===== config.mk =====
export PLATFORM = sky130hd
export DESIGN_NAME = mesi_line_ctrl
export DESIGN_NICKNAME = d
export VERILOG_FILES = /design/src/rtl/mesi_pkg.sv /design/src/rtl/mesi_line_store.sv /design/src/rtl/mesi_line_fsm.sv /design/src/rtl/mesi_line_ctrl.sv
export SDC_FILE = /design/constraint.sdc
export NUM_CORES = 1
export LEC_CHECK = 0
export ABC_AREA = 1
export CORE_UTILIZATION = 46
export CTS_BUF_LIST = sky130_fd_sc_hd__clkbuf_8 sky130_fd_sc_hd__clkbuf_16
export DETAILED_ROUTE_END_ITERATION = 6
export PLACE_DENSITY = 0.75
export SETUP_SLACK_MARGIN = 0.5
export SYNTH_ARGS = -nofsm -noshare
export SYNTH_HDL_FRONTEND = slang
export SYNTH_SLANG_ARGS = --single-unit

===== constraint.sdc =====
create_clock -name clk -period 1.9 [get_ports clk]
set_input_delay 0.19 -clock clk [delete_from_list [all_inputs] [get_ports clk]]
set_output_delay 0.19 -clock clk [all_outputs]
set_load 0.05 [all_outputs]

===== src/rtl/mesi_pkg.sv =====
package mesi_pkg;

  typedef enum logic [1:0] {
    LN_I = 2'd0,
    LN_S = 2'd1,
    LN_E = 2'd2,
    LN_M = 2'd3
  } lineSt_t;

  typedef enum logic [2:0] {
    BC_NONE     = 3'd0,
    BC_FILL     = 3'd1,
    BC_FILL_INV = 3'd2,
    BC_INVAL    = 3'd3,
    BC_WRBACK   = 3'd4
  } busCmd_t;

  // control -> datapath: rewrite the line addressed by the local request
  typedef struct packed {
    logic    wrLine;
    lineSt_t newSt;
  } lineStrobe_t;

  // next state of a line that a snoop hits
  function automatic lineSt_t snoopNext(input lineSt_t cur, input logic isWrite);
    if (isWrite)      return LN_I;
    else if (cur == LN_I) return LN_I;
    else              return LN_S;
  endfunction

endpackage


===== src/rtl/mesi_line_store.sv =====
module mesi_line_store
  import mesi_pkg::*;
#(
  parameter int LINES  = 8,
  parameter int ADDR_W = 8
) (
  input  logic                clk,
  input  logic                rstN,
  input  lineStrobe_t         strobe,
  input  logic [ADDR_W-1:0]   cpuAddr,
  input  logic                snpValid,
  input  logic                snpWrite,
  input  logic [ADDR_W-1:0]   snpAddr,
  output lineSt_t             lkState,
  output lineSt_t             victimState,
  output logic [ADDR_W-$clog2(LINES)-1:0] victimTag,
  output logic                snpHit,
  output logic                snpDirty
);
  localparam int IDX_W = $clog2(LINES);
  localparam int TAG_W = ADDR_W - IDX_W;

  lineSt_t          stArr  [LINES];
  logic [TAG_W-1:0] tagArr [LINES];

  logic [IDX_W-1:0] cpuIdx, snpIdx;
  logic [TAG_W-1:0] cpuTag, snpTag;
  logic             snpMatch;

  assign cpuIdx = cpuAddr[IDX_W-1:0];
  assign cpuTag = cpuAddr[ADDR_W-1:IDX_W];
  assign snpIdx = snpAddr[IDX_W-1:0];
  assign snpTag = snpAddr[ADDR_W-1:IDX_W];

  // local lookup
  assign victimState = stArr[cpuIdx];
  assign victimTag   = tagArr[cpuIdx];
  assign lkState     = (stArr[cpuIdx] != LN_I && tagArr[cpuIdx] == cpuTag) ? stArr[cpuIdx] : LN_I;

  // snoop lookup
  assign snpMatch = snpValid && stArr[snpIdx] != LN_I && tagArr[snpIdx] == snpTag;
  assign snpHit   = snpMatch;
  assign snpDirty = snpMatch && stArr[snpIdx] == LN_M;

  for (genvar g = 0; g < LINES; g++) begin : g_line
    lineSt_t          st;
    logic [TAG_W-1:0] tg;

    always_ff @(posedge clk or negedge rstN) begin
      if (!rstN) begin
        st <= LN_I;
        tg <= '0;
      end else if (strobe.wrLine && cpuIdx == IDX_W'(g)) begin
        st <= strobe.newSt;
        tg <= cpuTag;
      end else if (snpMatch && snpIdx == IDX_W'(g)) begin
        st <= snoopNext(st, snpWrite);
      end
    end

    assign stArr[g]  = st;
    assign tagArr[g] = tg;
  end

endmodule


===== src/rtl/mesi_line_fsm.sv =====
module mesi_line_fsm
  import mesi_pkg::*;
#(
  parameter int LINES  = 8,
  parameter int ADDR_W = 8
) (
  input  logic              clk,
  input  logic              rstN,
  input  logic              cpuReq,
  input  logic              cpuWrite,
  input  logic [ADDR_W-1:0] cpuAddr,
  input  logic              snpValid,
  input  logic              busAck,
  input  logic              busShared,
  input  lineSt_t           lkState,
  input  lineSt_t           victimState,
  input  logic [ADDR_W-$clog2(LINES)-1:0] victimTag,
  output lineStrobe_t       strobe,
  output logic              cpuDone,
  output logic              busReq,
  output busCmd_t           busCmd,
  output logic [ADDR_W-1:0] busAddr
);
  localparam int IDX_W = $clog2(LINES);

  typedef enum logic [1:0] {F_IDLE, F_WBACK, F_FETCH, F_UPGR} fsmSt_t;

  fsmSt_t            stQ, stN;
  busCmd_t           cmdQ, cmdN;
  logic [ADDR_W-1:0] addrQ, addrN;
  logic              ackTaken;

  // a snoop in the same cycle blocks local progress
  assign ackTaken = busAck && !snpValid;

  always_comb begin
    stN     = stQ;
    cmdN    = cmdQ;
    addrN   = addrQ;
    strobe  = '0;
    cpuDone = 1'b0;
    case (stQ)
      F_IDLE: begin
        if (cpuReq && !snpValid) begin
          if (lkState != LN_I) begin
            if (!cpuWrite) begin
              cpuDone = 1'b1;
            end else if (lkState == LN_S) begin
              stN   = F_UPGR;
              cmdN  = BC_INVAL;
              addrN = cpuAddr;
            end else begin
              cpuDone       = 1'b1;
              strobe.wrLine = 1'b1;
              strobe.newSt  = LN_M;
            end
          end else if (victimState == LN_M) begin
            stN   = F_WBACK;
            cmdN  = BC_WRBACK;
            addrN = {victimTag, cpuAddr[IDX_W-1:0]};
          end else begin
            stN   = F_FETCH;
            cmdN  = cpuWrite ? BC_FILL_INV : BC_FILL;
            addrN = cpuAddr;
          end
        end
      end
      F_WBACK: begin
        if (ackTaken) begin
          strobe.wrLine = 1'b1;
          strobe.newSt  = LN_I;
          stN   = F_FETCH;
          cmdN  = cpuWrite ? BC_FILL_INV : BC_FILL;
          addrN = cpuAddr;
        end
      end
      F_FETCH: begin
        if (ackTaken) begin
          strobe.wrLine = 1'b1;
          strobe.newSt  = cpuWrite ? LN_M : (busShared ? LN_S : LN_E);
          cpuDone = 1'b1;
          stN     = F_IDLE;
          cmdN    = BC_NONE;
        end
      end
      F_UPGR: begin
        if (ackTaken) begin
          if (lkState == LN_S) begin
            strobe.wrLine = 1'b1;
            strobe.newSt  = LN_M;
            cpuDone = 1'b1;
            stN     = F_IDLE;
            cmdN    = BC_NONE;
          end else begin
            // copy lost to a snooped write while waiting: take ownership by fill
            stN   = F_FETCH;
            cmdN  = BC_FILL_INV;
            addrN = cpuAddr;
          end
        end
      end
      default: stN = F_IDLE;
    endcase
  end

  always_ff @(posedge clk or negedge rstN) begin
    if (!rstN) begin
      stQ   <= F_IDLE;
      cmdQ  <= BC_NONE;
      addrQ <= '0;
    end else begin
      stQ   <= stN;
      cmdQ  <= cmdN;
      addrQ <= addrN;
    end
  end

  assign busReq  = (stQ != F_IDLE);
  assign busCmd  = cmdQ;
  assign busAddr = addrQ;

endmodule


===== src/rtl/mesi_line_ctrl.sv =====
module mesi_line_ctrl
  import mesi_pkg::*;
#(
  parameter int LINES  = 8,
  parameter int ADDR_W = 8
) (
  input  logic              clk,
  input  logic              rstN,
  input  logic              cpuReq,
  input  logic              cpuWrite,
  input  logic [ADDR_W-1:0] cpuAddr,
  output logic              cpuDone,
  output logic [1:0]        cpuLineState,
  input  logic              snpValid,
  input  logic              snpWrite,
  input  logic [ADDR_W-1:0] snpAddr,
  output logic              snpHit,
  output logic              snpDirty,
  output logic              busReq,
  output logic [2:0]        busCmd,
  output logic [ADDR_W-1:0] busAddr,
  input  logic              busAck,
  input  logic              busShared
);
  localparam int TAG_W = ADDR_W - $clog2(LINES);

  lineStrobe_t      strobe;
  lineSt_t          lkState, victimState;
  logic [TAG_W-1:0] victimTag;
  busCmd_t          cmd;

  mesi_line_store #(.LINES(LINES), .ADDR_W(ADDR_W)) i_store (
    .clk         (clk),
    .rstN        (rstN),
    .strobe      (strobe),
    .cpuAddr     (cpuAddr),
    .snpValid    (snpValid),
    .snpWrite    (snpWrite),
    .snpAddr     (snpAddr),
    .lkState     (lkState),
    .victimState (victimState),
    .victimTag   (victimTag),
    .snpHit      (snpHit),
    .snpDirty    (snpDirty)
  );

  mesi_line_fsm #(.LINES(LINES), .ADDR_W(ADDR_W)) i_fsm (
    .clk         (clk),
    .rstN        (rstN),
    .cpuReq      (cpuReq),
    .cpuWrite    (cpuWrite),
    .cpuAddr     (cpuAddr),
    .snpValid    (snpValid),
    .busAck      (busAck),
    .busShared   (busShared),
    .lkState     (lkState),
    .victimState (victimState),
    .victimTag   (victimTag),
    .strobe      (strobe),
    .cpuDone     (cpuDone),
    .busReq      (busReq),
    .busCmd      (cmd),
    .busAddr     (busAddr)
  );

  assign busCmd       = cmd;
  assign cpuLineState = lkState;

endmodule


==> run summary <==
Initial Utilization = 47.9%
First-pass GRT wire length = 31,000 um
DR vias/cell = 6.68
Pwr per Cell Area = 1120 nW/um2
HP Class = input port to asynchronous set/reset pin
Tightest Pin Transition = 1.13 ns
Die X = 101 um
CTS HTree Levels = 3
Die height = 101 um
Largest net degree at the start of global routing = 70
Total Routing Usage GR = 40.7%
Worst setup EP type = output port
Rel. slew slack = 24.1%
Iter 0 DRT Violations = 912
Synth warn = 0
Clk root buf = clkbuf_8
Synth Area per Inst = 6.96 um2
DRC viols = 0
R2r worst-path depth = 15
Vias in the first global route = 6,005
Antenna Cells = 0
Final period util = 159%
Crit-path most repeated cell = nand2_1
Fin nets = 871
Core region area = 9370 um2
Total Wirelength = 24,900 um
Layout cells sized above 1 = 49.9%
Slew Limit Fails = 0
Critical Path RT = 1.71 ns
Setup Skew = 0.0136 ns
Die ar. = 10,200 um2
Post-Place Setup Slack = -0.930 ns
Worst Path Arrival = 2.83 ns
Critical Setup Path Class = input port to output port
# port buffers = 40
Io pins = 41
Cell taking the most area after synthesis = dfrtp_1
Met1 Wirelength = 7890 um
Synth cell types = 32
Layout area overhead = 75.3%
VDD IR max = 0.747 mV
Layout Cells excl Fill = 981
Synth top area cells = dfrtp_1 38%, nand2_1 22%, nand3_1 8.0%
Final Hold Viols = 0
Cell Chain, Critical Path = buf_2, buf_12, clkinv_8, nor2_4, nand2_1, nand3_2, nand2_1, nand2_1, nand3_1, nor2_4, buf_6, nand4_4, o21bai_4, o221ai_4, buf_12
Leak = 3.65 nW
GP Congestion = 0.886
Inserted Clock Buffers = 9
Mapped Nets = 670
Failing checks = negative setup slack
Sequential share of the synthesized area = 38.4%
Initial antenna violation count = 0
Reg clk slew, reported paths = 0.08 ns
Final setup fails = 74
Max incr delay on CP = 0.33 ns
WL/cell = 25.4 um
Crit path max-delay cell type = o21bai_4
Startpoint types = input port
CTS tree = built
Met3 WL post-DR = 3700 um
Post-route setup slack = -1.12 ns
Routed length on met2 = 10,600 um
DPL Wire Length = 10,900 um
Clk Latency, worst-skew pair = 0.37 ns
Cells after Synth = 646
CTS Sinks = 69
Fin Setup TNS = -65.77 ns
# rows = 35
Mapped Area = 4490 um2
DR top layer = met5
Placed cell count = 917
Initial DRT Pass Iterations = 7
CTS max path bufs = 2
GR Overflow Total = 0
Post-DRT Antenna Nets = 0
Max Freq = 331 MHz
Seq cells post-synth = 69
Post-synth top area share = 38.4%
Vias = 6,553
RSZ-0062 raised after global routing = true
Worst-path fanout max = 23
Min cycle time layout = 3.02 ns
Status = finished, violations left
Max-cap viol count = 0
==> critical path, delay by kind of cell <==
kind	cells	cell delay (ns)
compound gates	2	0.49
buf+inv	5	0.80
simple gates	8	1.33
==> power by group <==
group	switching, mW	internal (mW)
logic	2.91	2.01
registers	0.485	2.01
clock network	0.654	0.749
==> metal layers <==
metal  GRT usage (%)  vias up
li1                -     2542
met1            48.9     2993
met2            65.9      702
met3            9.85      314
met4            25.5        2
met5               0        -
==> layout by cell type (no fill, tap or decap), types with 3 or more instances in the layout <==
cell type / Yosys / final
nand2_1: 262 / 182
buf_4: 3 / 127
dfrtp_1: 69 / 69
nand2_2: 5 / 64
nand3_2: 6 / 36
inv_1: 44 / 35
nand3_1: 72 / 34
o21ai_2: 7 / 31
nor2_1: 37 / 24
nand2_8: 0 / 22
o21ai_1: 23 / 21
buf_6: 11 / 21
buf_12: 1 / 20
clkdlybuf4s50_1: 0 / 17
nand2_4: 5 / 15
nor2_4: 2 / 12
clkdlybuf4s15_2: 0 / 11
a22oi_1: 17 / 9
o21ai_0: 32 / 9
clkbuf_8: 0 / 9
nand3_4: 0 / 8
a22oi_2: 0 / 8
nor2_2: 4 / 7
nand4_1: 7 / 7
inv_2: 0 / 6
a21oi_1: 8 / 4
inv_6: 1 / 4
o2111ai_1: 4 / 4
dlygate4sd2_1: 0 / 4
clkinvlp_4: 0 / 3
nand3b_1: 3 / 3
a21oi_2: 0 / 3
buf_2: 9 / 3
==> cell usage after synthesis <==
library cell and n:
nand2_1 262, nand3_1 72, dfrtp_1 69, inv_1 44, nor2_1 37, o21ai_0 32
o21ai_1 23, a22oi_1 17, buf_6 11, buf_2 9, a21oi_1 8, nand4_1 7
o21ai_2 7, nand3_2 6, nand2_2 5, nand2_4 5, nor2_2 4, o2111ai_1 4
buf_4 3, clkbuf_1 3, nand3b_1 3, nor3_1 3, nand4_2 2, nor2_4 2
buf_1 1, buf_12 1, inv_6 1, nor3_2 1, nor3b_1 1, o21bai_1 1
o221ai_1 1, xor2_1 1
==> what timing repair did <==
item,CTS,global route
resized for setup,156,130
hold endpoints to repair,69,0
hold buffers,1,0
setup endpoints to repair,86,75
cloned,14,1
pin swaps,39,40
setup buffers,20,12
==> final timing paths <==
| kind | slack (ns) | start | endpoint |
|---|---|---|---|
| min in group clk | 0.40 | cpuAddr[0] | i_fsm.busAddr[0] |
| max reg2reg | -0.92 | i_store.g_line[5].tg[0] | i_store.g_line[7].tg[4] |
| min reg2reg | 0.51 | i_fsm.busAddr[2] | i_fsm.busAddr[2] |
| max | -1.12 | cpuAddr[0] | cpuDone |
| max in group asynchronous | 1.17 | rstN | i_fsm.busCmd[1] |
| min | 0.35 | rstN | i_store.g_line[2].st[0] |
==> kinds of logic (layout without fill, tap and decap cells) <==
group / count (synthesis) / in the layout / share of synthesized area [%]
AND/OR/NAND/NOR: 410 / 421 / 40.1
AO/OA/AOI/OAI: 93 / 93 / 12.4
buffers and inverters: 73 / 268 / 8.91
flip-flops: 69 / 69 / 38.4
XOR/XNOR: 1 / 1 / 0.195
==> cell type report <==
cell class	count	area [um2]
Fill cell	484	1500
Multi-Input combinational cell	515	3540
Tap cell	129	161
Inverter	45	201
Sequential cell	69	1730
Clock buffer	9	124
Timing Repair Buffer	207	2020
Clock inverter	7	97.6
==> per-stage QoR <==
stage / utilization (%) / total power [mW] / hold WS, ns / cell area (um2)
final: 84.0 / 8.81 / 0.354 / 7880
after global routing: 84.0 / 9.09 / 0.400 / 7880
after CTS: 77.1 / 7.62 / 0.400 / 7230
after detailed placement: 65.2 / 5.74 / 0.246 / 6110
after global placement: 65.2 / 5.64 / 0.244 / 6110
after floorplan: - / 4.24 / -0.106 / 4720
==> state kept, by name (all words and copies together), names as in the netlist <==
name	flops
i_store.g_line.st	16
i_store.g_line.tg	40
i_fsm.busAddr	8
i_fsm.busCmd	3
i_fsm.stQ	2
(Power assumes the default switching activity.)
